--- src/rtl/bsw_pkg.sv ---
package bsw_pkg;

  typedef enum logic {
    PH_DATA   = 1'b0,
    PH_SPACER = 1'b1
  } bsw_phase_e;

  // Width needed to count positions 1..n inclusive
  function automatic int unsigned pos_width(input int unsigned n);
    return $clog2(n + 1);
  endfunction

endpackage

--- src/rtl/bsw_word_timer.sv ---
module bsw_word_timer
  import bsw_pkg::*;
#(
  parameter int unsigned WORD_LEN = 9,
  parameter int unsigned POS_W    = 4
) (
  input  logic             clk,
  input  logic             rst,
  output logic [POS_W-1:0] pos,
  output bsw_phase_e       phase
);

  localparam logic [POS_W-1:0] POS_FIRST = POS_W'(1);
  localparam logic [POS_W-1:0] POS_LAST  = POS_W'(WORD_LEN);

  function automatic logic [POS_W-1:0] step_pos(input logic [POS_W-1:0] p);
    return (p == POS_LAST) ? POS_FIRST : p + POS_W'(1);
  endfunction

  logic [POS_W-1:0] pos_q;

  always_ff @(posedge clk) begin
    if (rst) pos_q <= POS_FIRST;
    else     pos_q <= step_pos(pos_q);
  end

  assign pos   = pos_q;
  assign phase = (pos_q == POS_LAST) ? PH_SPACER : PH_DATA;

endmodule

--- src/rtl/bsw_lower_rank.sv ---
module bsw_lower_rank #(
  parameter int unsigned DATA_W = 8,
  parameter int unsigned POS_W  = 4
) (
  input  logic              clk,
  input  logic              rst,
  input  logic              ser_in,
  input  logic [POS_W-1:0]  pos,
  output logic [DATA_W-1:0] word
);

  // One flop per instruction bit, each enabled at its own bit time
  for (genvar g = 0; g < DATA_W; g++) begin : g_bit
    localparam logic [POS_W-1:0] MY_POS = POS_W'(g + 1);
    logic cell_q;
    always_ff @(posedge clk) begin
      if (rst)                cell_q <= 1'b0;
      else if (pos == MY_POS) cell_q <= ser_in;
    end
    assign word[g] = cell_q;
  end

endmodule

--- src/rtl/bsw_parity_chk.sv ---
module bsw_parity_chk #(
  parameter int unsigned DATA_W = 8
) (
  input  logic              clk,
  input  logic              rst,
  input  logic [DATA_W-1:0] word,
  input  logic              par_bit,
  input  logic              check_en,
  input  logic              err_clr,
  output logic              bad,
  output logic              err_pulse,
  output logic              err_flag
);

  // True when data plus parity bit hold an odd count of ones
  function automatic logic odd_ok(input logic [DATA_W-1:0] d, input logic p);
    return ^{d, p};
  endfunction

  logic pulse_q;
  logic flag_q;

  assign bad = check_en & ~odd_ok(word, par_bit);

  always_ff @(posedge clk) begin
    if (rst) begin
      pulse_q <= 1'b0;
      flag_q  <= 1'b0;
    end else begin
      pulse_q <= bad;
      if (bad)          flag_q <= 1'b1;
      else if (err_clr) flag_q <= 1'b0;
    end
  end

  assign err_pulse = pulse_q;
  assign err_flag  = flag_q;

endmodule

--- src/rtl/bsw_instr_stage.sv ---
module bsw_instr_stage
  import bsw_pkg::*;
#(
  parameter int unsigned DATA_W = 8,
  parameter int unsigned SEL_W  = 4,
  parameter int unsigned CMD_W  = DATA_W - SEL_W,
  parameter int unsigned POS_W  = pos_width(DATA_W + 1)
) (
  input  logic              clk,
  input  logic              rst,
  input  logic              ser_in,
  input  logic              err_clr,
  output logic [POS_W-1:0]  bit_pos,
  output logic              word_mark,
  output logic [DATA_W-1:0] exec_word,
  output logic [CMD_W-1:0]  exec_cmd,
  output logic [SEL_W-1:0]  exec_sel,
  output logic              par_err_pulse,
  output logic              par_err_flag
);

  localparam int unsigned WORD_LEN = DATA_W + 1;

  bsw_phase_e        phase;
  logic [DATA_W-1:0] lower_word;
  logic [DATA_W-1:0] upper_q;
  logic              xfer_now;    // spacer slot: rank transfer at its closing edge
  logic              parity_bad;  // completed word fails odd parity

  bsw_word_timer #(
    .WORD_LEN (WORD_LEN),
    .POS_W    (POS_W)
  ) u_timer (
    .clk   (clk),
    .rst   (rst),
    .pos   (bit_pos),
    .phase (phase)
  );

  assign xfer_now  = (phase == PH_SPACER);
  assign word_mark = xfer_now;

  bsw_lower_rank #(
    .DATA_W (DATA_W),
    .POS_W  (POS_W)
  ) u_lower (
    .clk    (clk),
    .rst    (rst),
    .ser_in (ser_in),
    .pos    (bit_pos),
    .word   (lower_word)
  );

  bsw_parity_chk #(
    .DATA_W (DATA_W)
  ) u_par (
    .clk       (clk),
    .rst       (rst),
    .word      (lower_word),
    .par_bit   (ser_in),
    .check_en  (xfer_now),
    .err_clr   (err_clr),
    .bad       (parity_bad),
    .err_pulse (par_err_pulse),
    .err_flag  (par_err_flag)
  );

  always_ff @(posedge clk) begin
    if (rst)           upper_q <= '0;
    else if (xfer_now) upper_q <= lower_word;
  end

  assign exec_word = upper_q;
  assign exec_cmd  = upper_q[DATA_W-1 -: CMD_W];
  assign exec_sel  = upper_q[SEL_W-1:0];

endmodule

--- config.mk ---
export PLATFORM = sky130hd
export DESIGN_NAME = bsw_instr_stage
export DESIGN_NICKNAME = d
export VERILOG_FILES = /design/src/rtl/bsw_pkg.sv /design/src/rtl/bsw_word_timer.sv /design/src/rtl/bsw_lower_rank.sv /design/src/rtl/bsw_parity_chk.sv /design/src/rtl/bsw_instr_stage.sv
export SDC_FILE = /design/constraint.sdc
export NUM_CORES = 1
export LEC_CHECK = 0
export ABC_AREA = 1
export BUFFER_PORTS_ARGS = -buffer_cell sky130_fd_sc_hd__buf_2
export CAP_MARGIN = 20
export CORE_MARGIN = 3
export CORE_UTILIZATION = 51
export DETAILED_ROUTE_END_ITERATION = 10
export GPL_TIMING_DRIVEN = 0
export PLACE_DENSITY = 0.88
export SYNTH_ARGS = -nofsm -noshare
export SYNTH_HDL_FRONTEND = slang
export SYNTH_SLANG_ARGS = --single-unit
--- constraint.sdc ---
create_clock -name clk -period 1.2 [get_ports clk]
set_input_delay 0.24 -clock clk [delete_from_list [all_inputs] [get_ports clk]]
set_output_delay 0.24 -clock clk [all_outputs]
set_load 0.05 [all_outputs]
=== Word level (Yosys, flattened, before mapping) ===
Cells that the tools add are included.

* Register bits after elaboration: 22
* Latch bits: 0
* Bits in writable memories: 0
* Memory bits (read-only): 0
* Input bits: 4
* Output and inout port bits: 23
* Logic and storage cells: 30
* Memories: 0

* Add/sub/neg operators: 1
* $mul: 0
* Div/mod/pow operators: 0
* Order comparisons: 0
* Equal/unequal tests: 9
* Shift operators: 0
* Muxes and demuxes: 3
* Bitwise logic cells: 2
* Reductions and logical operators: 3

{| class="wikitable"
|+ Operators with widths
! cell !! number
|-
| $eq A4 B3 Y1 const B || 4
|-
| $reduce_xor A9 Y1 || 1
|-
| $eq A4 B2 Y1 const B || 2
|-
| $eq A4 B4 Y1 const B || 2
|-
| $add A4 B1 Y4 const B || 1
|-
| $eq A4 B1 Y1 const B || 1
|-
| $mux W1 || 3
|-
| $reduce_bool A2 Y1 || 1
|-
| $reduce_or A2 Y1 || 1
|-
| $and A1 B1 Y1 || 1
|-
| $not A1 Y1 || 1
|}

=== Logic depth before layout (Yosys ltp) ===
Gate-level depths: netlist of run 1.

* Depth after elaboration: 4
* Gate-level depth with buffers: 11
* Depth with buffers taken out: 11

=== Hierarchy ===
From an unflattened synthesis of run 1, not the netlist that was laid out.

* Cells, all modules: 177
* Area total of the unflattened synthesis: 1227.4 um2

{| class="wikitable"
|+ By module, submodules not included
! module !! instances !! cells an instance !! area an instance (um2) !! seq. area each (um2)
|-
| bsw_lower_rank || 1 || 62 || 437.9 || 160.2
|-
| bsw_instr_stage || 1 || 59 || 401.6 || 160.2
|-
| bsw_parity_chk || 1 || 34 || 203.9 || 40.0
|-
| bsw_word_timer || 1 || 22 || 183.9 || 80.1
|}

=== Least setup slack after synthesis of run 1 ===
No wires, ideal clock.

* Kind: flip-flop to output port
* Start point: register u_timer.pos_q[0] (netlist: u_timer.pos[0])
* End point: output word_mark
* Arrival: 1.394 ns
* Required time: 0.960 ns
* Slack: -0.434 ns
* Cell stages (with the launch flop): 4
* Path buffers: 0
* Path through: dfxtp_1 ha_1 nand2_2 inv_1

* Cells in the longest elaborated chain, start to end: 2

{| class="wikitable"
|+ RTL lines
! what !! line !! RTL
|-
| start: declaration || bsw_word_timer.sv:20 || <nowiki>logic [POS_W-1:0] pos_q;</nowiki>
|-
| start signal: assignment || bsw_word_timer.sv:24 || <nowiki>else pos_q <= step_pos(pos_q);</nowiki>
|-
| $eq A4 B4 Y1 || bsw_word_timer.sv:28 || <nowiki>assign phase = (pos_q == POS_LAST) ? PH_SPACER : PH_DATA;</nowiki>
|-
| $mux W1 || bsw_word_timer.sv:28 ||
|-
| end: declaration || bsw_instr_stage.sv:14 || <nowiki>output logic word_mark,</nowiki>
|}

Every way passes these cells.

=== Final worst setup path of run 1 ===
* Start point: register u_timer.pos_q[1] (netlist: u_timer.pos[1])
* End point: output word_mark

The elaborated chain is that of the path after synthesis.

==> results_tabular.tex, run 1 <==
\begin{tabular}{lr}
\hline
Metric & Value \\
\hline
\multicolumn{2}{l}{\textbf{Outcome}} \\
Result of the run & finished with violations \\
Violations in the final reports & negative setup slack \\
\multicolumn{2}{l}{\textbf{Finish}} \\
Synth-to-Final Area Change & 52.18\% \\
Number of nets in the finished design & 205 \\
Fillers & 120 \\
Diode insertion count for antenna repair & 0 \\
Fraction of final layout cells sized beyond drive strength 1 & 0.5663 \\
\multicolumn{2}{l}{\textbf{Routing}} \\
Count of routing violations after the opening detailed-route iteration & 18 \\
First-pass DRT Iterations & 4 \\
Via count & 1107 \\
DR DRC count & 0 \\
Antenna Nets Post-Route & 0 \\
Mean routed wirelength per cell & around 13 um \\
Post-Route WL & between 2 and 3 mm \\
Via-per-instance ratio & around 5.0 \\
\multicolumn{2}{l}{\textbf{Worst setup path}} \\
Data arrival time of the worst path & approximately 1200 ps \\
Endpoint class of the critical path & output pin \\
Critical path class & reg2out \\
Max Fanout on Critical Path & 2 \\
CP required & approximately 960 ps \\
Nature of the critical path startpoint & register \\
\multicolumn{2}{l}{\textbf{Floorplanning}} \\
Core Rows & 16 \\
Core area & about 2000 sq um \\
Die boundary width & approximately 53 um \\
Count of boundary I/O pins & 27 \\
Starting Density & 0.5526 \\
Vertical die dimension & about 53 um \\
Overall die area & $\sim$2800 sq um \\
\multicolumn{2}{l}{\textbf{Clocking}} \\
Clock tree buffer depth & 2 \\
Clock slew at reported path FFs & 130 ps \\
CTS root buf & sky130\_fd\_sc\_hd\_\_clkbuf\_4 \\
H-Tree Level Count & 1 \\
CTS tree & yes \\
Number of clock sinks & 22 \\
Clock network latency to the later pin of the worst-skew pair & between 300 and 400 ps \\
Number of buffers created by CTS & 3 \\
Cts hold-fix bufs & 0 \\
\multicolumn{2}{l}{\textbf{Pwr}} \\
Leakage power total & 0.8085 nW \\
Power density over cell area & between 1000 and 1500 nW/um\^{}2 \\
Comb power frac & 0.284 \\
Switching Power & about 600 uW \\
Internal power & around 1.2 mW \\
Relative contribution of sequential cells to total power & 0.469 \\
Part of the power in the clock network & 0.247 \\
Worst IR Drop VDD & 842.8 uV \\
Switching share of total power & 0.3412 \\
\multicolumn{2}{l}{\textbf{STA}} \\
Min setup slack post-route & -259.7 ps \\
Total count of hold-check failures in the final report & 0 \\
Peak clock frequency supported by timing & about 700 MHz \\
Worst slew margin relative to its limit & 0.8010 \\
Crit share post-route & 1.216 \\
Sum of negative setup slack & -330.1 ps \\
Max Slew Vio Count & 0 \\
Total of endpoints with negative setup slack in the final report & 4 \\
Setup repair after global routing missed its margin & yes \\
Min Tclk post-route & between 1000 and 1500 ps \\
Worst-case clock skew & 7.402 ps \\
Worst hold margin & between 100 and 150 ps \\
Actual slew at the worst max-slew pin & 298.2 ps \\
\multicolumn{2}{l}{\textbf{Synth}} \\
Area share of the leading cell type in the synthesized netlist & 0.3942 \\
Most used flip-flop cell after synthesis & sky130\_fd\_sc\_hd\_\_dfxtp\_1 \\
Mapped Area & around 1100 sq um \\
Avg Synthesized Cell Area & $\sim$7.1 sq um \\
Sequential area share after synthesis & 0.3942 \\
Number of synthesized flops with an enable pin & 0 \\
Most area-consuming cells after synthesis & sky130\_fd\_sc\_hd\_\_dfxtp\_1, sky130\_fd\_sc\_hd\_\_nand2\_1, sky130\_fd\_sc\_hd\_\_inv\_1 \\
Post-synthesis cell type count & 23 \\
Top cell types by occurrence after synthesis & sky130\_fd\_sc\_hd\_\_nand2\_1, sky130\_fd\_sc\_hd\_\_dfxtp\_1, sky130\_fd\_sc\_hd\_\_inv\_1, sky130\_fd\_sc\_hd\_\_nor2\_1, sky130\_fd\_sc\_hd\_\_o21ai\_1 \\
Yosys warnings & 0 \\
Synth Register Bits & 22 \\
Instance count of the mapped netlist & between 150 and 200 \\
Fraction of registers with async set or reset after synthesis & 0 \\
Leading cell type by number of instances after synthesis & sky130\_fd\_sc\_hd\_\_nand2\_1 \\
Net Count, Synth & 166 \\
Biggest area consumer among synthesized cells & sky130\_fd\_sc\_hd\_\_dfxtp\_1 \\
\multicolumn{2}{l}{\textbf{Placement}} \\
Count of port buffers added during placement & 26 \\
Placed wire-length estimate & 1.721 mm \\
Gpl congestion & 0.7876 \\
\multicolumn{2}{l}{\textbf{Global route}} \\
Wire length of the first global-routing pass & roughly 4.0 mm \\
Via count of the first global-routing pass & roughly 1000 \\
Global-route congestion overflow total & 0 \\
Antenna violations before repair & 0 \\
Combined global-route utilization of all metal layers & 0.1948 \\
Maximum number of pins on one net before global-route repair & 13 \\
\multicolumn{2}{l}{\textbf{Hold path}} \\
Class of the tightest hold or removal check & in2reg \\
\multicolumn{2}{l}{\textbf{Job}} \\
Max Cap Violations & 0 \\
\hline
\end{tabular}
==> cell families (layout without fill, tap and decap cells) <==
kind of cell,Yosys count,count (layout),synth area share
XOR/XNOR,2,2,0.01568
buffers and inverters,35,73,0.1523
adder cells (fa/ha/maj),4,4,0.04479
AND/OR/NAND/NOR,71,71,0.2822
AO/OA/AOI/OAI,24,24,0.1109
flip-flops,22,22,0.3942
==> layout by cell type, fill, tap and decap left out, drive strengths merged <==
master | Yosys | layout
xnor2 | 1 | 1
nand2 | 48 | 48
a311oi | 1 | 1
ha | 4 | 4
nand3b | 1 | 1
buf | 10 | 42
nand3 | 7 | 7
clkbuf | 0 | 6
nor3b | 1 | 1
dfxtp | 22 | 22
clkinvlp | 0 | 1
o21ai | 15 | 15
xor2 | 1 | 1
inv | 25 | 24
nor2 | 14 | 14
a21oi | 8 | 8
==> worst paths after layout <==
check | from | to | slack, ps | cells after the start
hold reg to reg | exec_word[7] | exec_word[7] | 480 | 2
setup reg to reg | u_lower.g_bit[5].cell_q | u_par.err_flag | -20 | 10
hold / removal | rst | u_lower.g_bit[2].cell_q | 130 | 2
setup / recovery | u_timer.pos[1] | word_mark | -260 | 5
==> power groups by stage <==
| stage | sequential, mW | combinational, mW | clock, mW |
|---|---|---|---|
| 5_1_grt | 0.830 | 0.547 | 0.465 |
| 3_3_place_gp | 0.818 | 0.356 | 0 |
| 4_1_cts | 0.806 | 0.425 | 0.427 |
| 3_5_place_dp | 0.823 | 0.370 | 0 |
| 2_1_floorplan | 0.869 | 0.247 | 0 |
| 6_report | 0.824 | 0.499 | 0.433 |
==> routing by layer <==
| layer | track usage | vias to the layer above | share of wire |
|---|---|---|---|
| met5 | 0 | - | 0 |
| met4 | 0.1064 | 0 | 0.018 |
| met3 | 0.03134 | 5 | 0.044 |
| met2 | 0.3678 | 34 | 0.56 |
| met1 | 0.1993 | 509 | 0.38 |
| li1 | - | 559 | - |
==> critical path, cell delays in order, from the launching register on <==
cell,delay [ps]
sky130_fd_sc_hd__dfxtp_4,380
sky130_fd_sc_hd__inv_4,40
sky130_fd_sc_hd__ha_4,160
sky130_fd_sc_hd__nand2_4,70
sky130_fd_sc_hd__clkinvlp_4,90
sky130_fd_sc_hd__buf_8,150
==> sequential cells by signal, summed over array words and instances, names as in the netlist <==
register and cells:
u_timer.pos 4, exec_word 8, u_lower.g_bit.cell_q 8, u_par.err_pulse 1
u_par.err_flag 1
==> timing repair <==
action,in CTS,in global routing
setup buffers,5,5
cloned,0,0
pin swaps,3,5
setup endpoints to repair,19,28
gates resized for setup,37,64
==> area by class of cell <==
cell class,count,area (sq um),share of cell area
plain buffers,8,82.58,0.04857
clock buffers,4,36.28,0.02134
inverters,25,115.1,0.06770
multi-input cells,101,623.1,0.3664
flip-flops and latches,22,484.2,0.2848
well taps,27,33.78,0.01987
repair buffers,36,325.3,0.1913
==> per-stage QoR <==
stage                     setup WS [ps]  cell area, sq um  std cells  power (mW)    util
after CTS                        -234.1              1505        220       1.658  0.7444
after global routing             -297.9              1700        223       1.842  0.8410
after global placement           -37.60              1325        211       1.173  0.6553
after floorplan                  -38.24              1161        158       1.116       -
after detailed placement         -49.57              1325        211       1.193  0.6553
final                            -259.7              1700        223       1.755  0.8410
No activity file was read; power rests on OpenSTA's default activity.
==> run 2, diff against run 1 <==
--- a/config.mk
+++ b/config.mk
@@ -8,10 +8,9 @@
 export ABC_AREA = 1
 export BUFFER_PORTS_ARGS = -buffer_cell sky130_fd_sc_hd__buf_2
 export CAP_MARGIN = 20
-export CORE_MARGIN = 3
+export CORE_MARGIN = 1.5
 export CORE_UTILIZATION = 51
 export DETAILED_ROUTE_END_ITERATION = 10
-export GPL_TIMING_DRIVEN = 0
 export PLACE_DENSITY = 0.88
 export SYNTH_ARGS = -nofsm -noshare
 export SYNTH_HDL_FRONTEND = slang
==> run 2 against run 1 <==
The run still ends with negative setup slack left. Largest cell class unchanged. Wire length down 12%. Core utilization down 6.6 points. Hold slack better by 22 ps. Maximum frequency increased by 2.6%. Global-route usage is essentially flat. Clock skew decreased by 2.1 ps. Critical path depth did not move.
==> results_tabular.tex, run 2 (synthesized netlist as in run 1, its figures left out) <==
\begin{tabular}{lr}
\hline
Metric & Value \\
\hline
\multicolumn{2}{l}{\textbf{Placement}} \\
Placed wire-length estimate & 1.718 mm (-0.16\%) \\
Count of port buffers added during placement & 26 (unchanged) \\
Gpl congestion & 0.8632 (+9.6\%) \\
Placed Cells incl. Taps & 203 (-3.8\%) \\
Post-place instance area & 1261 sq um (-4.8\%) \\
\multicolumn{2}{l}{\textbf{Finish}} \\
Fillers & 137 (+14\%) \\
Final std cells w/o fill & 214 (-4.0\%) \\
Most frequent cells in the layout & sky130\_fd\_sc\_hd\_\_nand2\_1, sky130\_fd\_sc\_hd\_\_buf\_4, sky130\_fd\_sc\_hd\_\_inv\_1 \\
Number of nets in the finished design & 196 (-4.4\%) \\
Fraction of final layout cells sized beyond drive strength 1 & 0.4813 (-0.08504) \\
Finished Core Util & 0.7754 (-0.06559) \\
Post-route design area & 1568 sq um (-7.8\%) \\
Leading cell type in the layout, fill and taps excluded & sky130\_fd\_sc\_hd\_\_nand2\_1 \\
Synth-to-Final Area Change & 40.31\% \\
Diode insertion count for antenna repair & 0 (unchanged) \\
\multicolumn{2}{l}{\textbf{Clocking}} \\
Cts hold-fix bufs & 0 (unchanged) \\
Number of buffers created by CTS & 3 (unchanged) \\
Clock network latency to the later pin of the worst-skew pair & 310 ps (-20 ps) \\
Clock slew at reported path FFs & 120 ps (about the same) \\
Number of clock sinks & 22 (unchanged) \\
Clock tree buffer depth & 2 (unchanged) \\
CTS root buf & sky130\_fd\_sc\_hd\_\_clkbuf\_4 \\
CTS tree & yes \\
H-Tree Level Count & 1 (unchanged) \\
\multicolumn{2}{l}{\textbf{Worst setup path}} \\
End of the worst register-to-register path & exec\_word[3] \\
Setup slack of the most critical reg-to-reg path & -10 ps (about the same) \\
Max Fanout on Critical Path & 3 (+1) \\
Slowest cell on the critical path & sky130\_fd\_sc\_hd\_\_dfxtp\_4 \\
Critical path class & reg2out \\
Data arrival time of the worst path & 1180 ps (-40 ps) \\
Crit-path cells & inv\_2, ha\_4, nand2\_4, clkinvlp\_4, buf\_6 \\
Max stage delay on crit path & 370 ps (about the same) \\
CP required & 960 ps (about the same) \\
Endpoint class of the critical path & output pin \\
Reg2Reg Depth & 6 (-4) \\
Start of the worst register-to-register path & u\_timer.pos[2] \\
Nature of the critical path startpoint & register \\
\multicolumn{2}{l}{\textbf{Routing}} \\
Count of routing violations after the opening detailed-route iteration & 17 (-1) \\
Post-Route WL & 2.593 mm (-12\%) \\
First-pass DRT Iterations & 4 (unchanged) \\
DR DRC count & 0 (unchanged) \\
Met3 wirelength from detailed routing & 136 um (+6.3\%) \\
Via-per-instance ratio & 4.916 (-0.97\%) \\
Via count & 1052 (-5.0\%) \\
Routed wire length on met2 & 1.401 mm (-15\%) \\
Met1 Wirelength & 1.005 mm (-9.2\%) \\
Antenna Nets Post-Route & 0 (unchanged) \\
Mean routed wirelength per cell & 12.12 um (-7.9\%) \\
Max layer used & met4 \\
\multicolumn{2}{l}{\textbf{STA}} \\
Total count of hold-check failures in the final report & 0 (unchanged) \\
Crit share post-route & 1.185 (-0.03097) \\
Worst-case clock skew & 5.291 ps (-2.111 ps) \\
Peak clock frequency supported by timing & 703.0 MHz (+2.6\%) \\
Actual slew at the worst max-slew pin & 231.7 ps (-66.47 ps) \\
Total of endpoints with negative setup slack in the final report & 5 (+1) \\
Setup repair after global routing missed its margin & yes \\
Min Tclk post-route & 1423 ps (-37.17 ps) \\
Worst slew margin relative to its limit & 0.8444 (+0.04342) \\
Min setup slack post-route & -222.5 ps (+37.17 ps) \\
Max Slew Vio Count & 0 (unchanged) \\
\multicolumn{2}{l}{\textbf{Floorplanning}} \\
Core Rows & 16 (unchanged) \\
Core area & 2022 sq um (unchanged) \\
Count of boundary I/O pins & 27 (unchanged) \\
Die boundary width & 49.81 um (-5.7\%) \\
Vertical die dimension & 49.81 um (-5.7\%) \\
Starting Density & 0.5526 (unchanged) \\
Overall die area & 2481 sq um (-11\%) \\
\multicolumn{2}{l}{\textbf{Hold path}} \\
Class of the tightest hold or removal check & in2reg \\
WHS Endpoint & u\_lower.g\_bit[2].cell\_q \\
Hold Path Stages & 2 (unchanged) \\
Start point of the worst min-delay path & rst \\
\multicolumn{2}{l}{\textbf{Pwr}} \\
Worst IR Drop VDD & 853.2 uV (+1.2\%) \\
Power density over cell area & 1187 nW/um\^{}2 (+15\%) \\
Leakage power total & 0.7394 nW (-8.5\%) \\
Power Total & 1.861 mW (+6.0\%) \\
\multicolumn{2}{l}{\textbf{Outcome}} \\
Result of the run & finished with violations \\
Violations in the final reports & negative setup slack \\
\multicolumn{2}{l}{\textbf{Global route}} \\
Maximum number of pins on one net before global-route repair & 14 (+1) \\
Via count of the first global-routing pass & 880 (-12\%) \\
Antenna violations before repair & 0 (unchanged) \\
Wire length of the first global-routing pass & 3.732 mm (-6.4\%) \\
Global-route congestion overflow total & 0 (unchanged) \\
Combined global-route utilization of all metal layers & 0.1944 (-0.0004164) \\
\multicolumn{2}{l}{\textbf{Job}} \\
Max Cap Violations & 0 (unchanged) \\
\hline
\end{tabular}
-- run 2: final cells by class --
cell class	count	area (sq um)	share of cell area
timing repair buffer	35	284.0	0.1812
sequential	22	474.2	0.3025
inverter	25	107.6	0.06864
clock inverter	1	30.03	0.01915
multi-input combinational	101	615.6	0.3927
clock buffer	3	22.52	0.01437
tap	27	33.78	0.02155
-- run 2: how the worst max path moves through the flow --
stage                   startpoint   endpoint  slack (ps)  cells after the start
finish              u_timer.pos[1]  word_mark        -220                      5
global route        u_timer.pos[1]  word_mark        -280                      5
floorplan           u_timer.pos[1]  word_mark         -40                      4
global placement    u_timer.pos[1]  word_mark          50                      5
CTS                 u_timer.pos[1]  word_mark        -220                      5
detailed placement  u_timer.pos[1]  word_mark          20                      5
-- run 2: power breakdown --
group / switching [mW] / internal (mW)
clock: 0.231 / 0.338
sequential: 0.0516 / 0.767
combinational: 0.287 / 0.186
-- run 2: routing by layer --
metal  vias up  global-route usage
li1        544                   -
met1       457              0.2148
met2        44              0.3556
met3         7             0.03636
met4         0             0.08796
met5         -                   0
-- run 2: through the flow --
step           hold slack [ps]  setup TNS, ps  setup slack [ps]
2_1_floorplan            318.0         -38.24            -38.24
3_3_place_gp             440.7              0             47.78
3_5_place_dp             446.7              0             18.80
4_1_cts                  149.4         -238.9            -223.5
5_1_grt                  137.9         -886.3            -280.7
6_report                 149.7         -263.7            -222.5
-- run 2: repair_timing --
item | CTS | global route
setup endpoints to repair | 6 | 31
gates resized for setup | 11 | 72
endpoints found under the hold margin | 0 | 0
cloned | 0 | 0
buffers inserted | 2 | 6
pin swaps | 0 | 10
-- run 2: worst max-delay path, delay by kind of cell, from the launching register on --
family | cells | cell delay [ps]
simple gates | 1 | 70
buf+inv | 3 | 260
flops | 1 | 370
fa+ha+maj | 1 | 170
==> run 3, diff against run 2 <==
--- a/config.mk
+++ b/config.mk
@@ -9,9 +9,10 @@
 export BUFFER_PORTS_ARGS = -buffer_cell sky130_fd_sc_hd__buf_2
 export CAP_MARGIN = 20
 export CORE_MARGIN = 1.5
-export CORE_UTILIZATION = 51
+export CORE_UTILIZATION = 31
 export DETAILED_ROUTE_END_ITERATION = 10
-export PLACE_DENSITY = 0.88
+export PLACE_DENSITY = 0.62
+export SKIP_CTS_REPAIR_TIMING = 1
 export SYNTH_ARGS = -nofsm -noshare
 export SYNTH_HDL_FRONTEND = slang
 export SYNTH_SLANG_ARGS = --single-unit
==> run 3 against run 2 <==
The run still ends with negative setup slack left. Clock skew shrank 1.8 ps. Worst setup slack got worse by 36 ps. Non-clock buffer count up 1. Clock-buffer cell count grew 1. Combinational power is 5.7% lower. Die area is 60% higher. Global-route usage is 7.7 points lower. Via count down 5.6%. Cell area fell by 0.96%. Critical path type unchanged. Highest routed layer unchanged.
==> results_tabular.tex, run 3 (synthesized netlist as in run 1, its figures left out) <==
\begin{tabular}{lr}
\hline
Metric & Value \\
\hline
\multicolumn{2}{l}{\textbf{Routing}} \\
First-pass DRT Iterations & 6 (+2) \\
Count of routing violations after the opening detailed-route iteration & 33 (+16) \\
Antenna Nets Post-Route & 0 (unchanged) \\
Via-per-instance ratio & 4.244 (-14\%) \\
DR DRC count & 0 (unchanged) \\
Mean routed wirelength per cell & 9.628 um (-21\%) \\
Post-Route WL & 2.253 mm (-13\%) \\
Via count & 993 (-5.6\%) \\
\multicolumn{2}{l}{\textbf{Global route}} \\
Via count of the first global-routing pass & 906 (+3.0\%) \\
Global-route congestion overflow total & 0 (unchanged) \\
Wire length of the first global-routing pass & 3.774 mm (+1.1\%) \\
Combined global-route utilization of all metal layers & 0.1173 (-0.07708) \\
Antenna violations before repair & 0 (unchanged) \\
Maximum number of pins on one net before global-route repair & 13 (-1) \\
\multicolumn{2}{l}{\textbf{Finish}} \\
Leading cell type in the layout, fill and taps excluded & sky130\_fd\_sc\_hd\_\_nand2\_1 \\
Sequential cell area in the final layout & 471.7 sq um (-0.53\%) \\
Fillers & 337 (+150\%) \\
Number of nets in the finished design & 197 (+0.51\%) \\
Multi-input gate area & 598.1 sq um (-2.8\%) \\
Diode insertion count for antenna repair & 0 (unchanged) \\
Final std cells w/o fill & 234 (+9.3\%) \\
Fraction of final layout cells sized beyond drive strength 1 & 0.4787 (-0.002560) \\
Post-route design area & 1553 sq um (-0.96\%) \\
Most frequent cells in the layout & sky130\_fd\_sc\_hd\_\_nand2\_1, sky130\_fd\_sc\_hd\_\_buf\_4, sky130\_fd\_sc\_hd\_\_inv\_1 \\
Synth-to-Final Area Change & 38.97\% \\
\multicolumn{2}{l}{\textbf{Worst setup path}} \\
Nature of the critical path startpoint & register \\
End of the worst register-to-register path & exec\_word[3] \\
Crit-path cells & inv\_4, ha\_4, nand2\_4, clkinvlp\_4, buf\_6 \\
Start of the worst register-to-register path & u\_timer.pos[1] \\
Number of gates on the worst path with buffers counted & 5 (unchanged) \\
CP required & 960 ps (about the same) \\
Slowest cell on the critical path & sky130\_fd\_sc\_hd\_\_dfxtp\_4 \\
Max Fanout on Critical Path & 5 (+2) \\
Data arrival time of the worst path & 1220 ps (+40 ps) \\
Combined buffer and inverter count along the critical path & 3 (unchanged) \\
Reg2Reg Depth & 7 (+1) \\
Critical path class & reg2out \\
Worst setup path endpoint & word\_mark \\
Endpoint class of the critical path & output pin \\
First element of the critical path & u\_timer.pos[1] \\
Max stage delay on crit path & 400 ps (+30 ps) \\
Kind of cell adding the most delay to the critical path & flip-flops \\
Setup slack of the most critical reg-to-reg path & -10 ps (about the same) \\
\multicolumn{2}{l}{\textbf{Floorplanning}} \\
Overall die area & 3973 sq um (+60\%) \\
Core Rows & 21 (+5) \\
Vertical die dimension & 63.04 um (+27\%) \\
Core area & 3390 sq um (+68\%) \\
Die boundary width & 63.04 um (+27\%) \\
Count of boundary I/O pins & 27 (unchanged) \\
Starting Density & 0.3296 (-0.2230) \\
\multicolumn{2}{l}{\textbf{Placement}} \\
Gpl congestion & 0.7748 (-10\%) \\
Placed Cells incl. Taps & 224 (+10\%) \\
Placed wire-length estimate & 1.631 mm (-5.1\%) \\
Post-place instance area & 1300 sq um (+3.1\%) \\
Count of port buffers added during placement & 26 (unchanged) \\
\multicolumn{2}{l}{\textbf{Pwr}} \\
Power Total & 1.670 mW (-10\%) \\
Switching share of total power & 0.3240 (+0.01801) \\
Worst IR Drop VDD & 731.9 uV (-14\%) \\
Comb power frac & 0.267 (+0.012) \\
Relative contribution of sequential cells to total power & 0.490 (+0.050) \\
Switching Power & 541.0 uW (-5.0\%) \\
Internal power & 1.129 mW (-13\%) \\
Leakage power total & 0.7344 nW (-0.67\%) \\
Part of the power in the clock network & 0.242 (-0.063) \\
Power density over cell area & 1075 nW/um\^{}2 (-9.4\%) \\
\multicolumn{2}{l}{\textbf{STA}} \\
Crit share post-route & 1.215 (+0.02989) \\
Min Tclk post-route & 1458 ps (+35.87 ps) \\
Worst-case clock skew & 3.456 ps (-1.834 ps) \\
Min setup slack post-route & -258.4 ps (-35.87 ps) \\
Peak clock frequency supported by timing & 685.7 MHz (-2.5\%) \\
Total of endpoints with negative setup slack in the final report & 9 (+4) \\
Actual slew at the worst max-slew pin & 249.7 ps (+17.95 ps) \\
Total count of hold-check failures in the final report & 0 (unchanged) \\
Max Slew Vio Count & 0 (unchanged) \\
Worst hold margin & 143.9 ps (-5.828 ps) \\
Worst slew margin relative to its limit & 0.8347 (-0.009715) \\
Setup repair after global routing missed its margin & yes \\
\multicolumn{2}{l}{\textbf{Clocking}} \\
H-Tree Level Count & 1 (unchanged) \\
CTS root buf & sky130\_fd\_sc\_hd\_\_clkbuf\_4 \\
CTS tree & yes \\
Clock slew at reported path FFs & 120 ps (about the same) \\
Number of clock sinks & 22 (unchanged) \\
Clock network latency to the later pin of the worst-skew pair & 310 ps (about the same) \\
Clock tree buffer depth & 2 (unchanged) \\
Number of buffers created by CTS & 3 (unchanged) \\
\multicolumn{2}{l}{\textbf{Outcome}} \\
Result of the run & finished with violations \\
Violations in the final reports & negative setup slack \\
\multicolumn{2}{l}{\textbf{Hold path}} \\
Class of the tightest hold or removal check & in2reg \\
\multicolumn{2}{l}{\textbf{Job}} \\
Max Cap Violations & 0 (unchanged) \\
\hline
\end{tabular}
==> run 3: cell type report <==
| class | count | share of cell area |
|---|---|---|
| Clock buffer | 4 | 0.02337 |
| Inverter | 25 | 0.06769 |
| Multi-Input combinational cell | 101 | 0.3852 |
| Sequential cell | 22 | 0.3038 |
| Tap cell | 46 | 0.03707 |
| Timing Repair Buffer | 36 | 0.1829 |
==> run 3: power by group through the flow <==
stage               logic (mW)  clock network, mW  registers (mW)
floorplan                0.247                  0           0.869
global placement         0.365                  0           0.827
detailed placement       0.366                  0           0.827
CTS                      0.368              0.423           0.811
global route             0.501              0.464           0.828
finish                   0.447              0.405           0.819
==> run 3: layer usage <==
| layer | GRT usage | share of wire | routed length, um |
|---|---|---|---|
| met5 | 0 | 0 | 0 |
| met4 | 0.01667 | 0.0036 | 8 |
| met2 | 0.2008 | 0.47 | 1069 |
| met3 | 0.03243 | 0.051 | 115 |
| met1 | 0.1493 | 0.47 | 1058 |
==> run 3: how the worst min path moves through the flow <==
stage / end / cells past startpoint / from / slack [ps]
after detailed placement: u_timer.pos[0] / 1 / u_timer.pos[0] / 440
after CTS: u_lower.g_bit[2].cell_q / 2 / rst / 140
after global routing: u_lower.g_bit[2].cell_q / 2 / rst / 130
final: u_lower.g_bit[2].cell_q / 2 / rst / 140
after global placement: u_timer.pos[0] / 1 / u_timer.pos[0] / 440
after floorplan: u_lower.g_bit[2].cell_q / 1 / rst / 320
==> run 3: stage by stage <==
step | TNS (ps) | setup slack (ps) | util
5_1_grt | -1048 | -311.9 | 0.4581
6_report | -301.1 | -258.4 | 0.4581
4_1_cts | -443.6 | -337.0 | 0.3942
3_3_place_gp | 0 | 43.51 | 0.3835
2_1_floorplan | -38.24 | -38.24 | -
3_5_place_dp | 0 | 29.59 | 0.3835
==> run 3: worst register-to-register path: stages, from the launching register on <==
cell	delay (ps)
sky130_fd_sc_hd__dfxtp_4	380
sky130_fd_sc_hd__inv_4	60
sky130_fd_sc_hd__ha_4	140
sky130_fd_sc_hd__nand2_4	70
sky130_fd_sc_hd__buf_4	140
sky130_fd_sc_hd__nor2_4	160
sky130_fd_sc_hd__inv_4	80
sky130_fd_sc_hd__o21ai_2	120
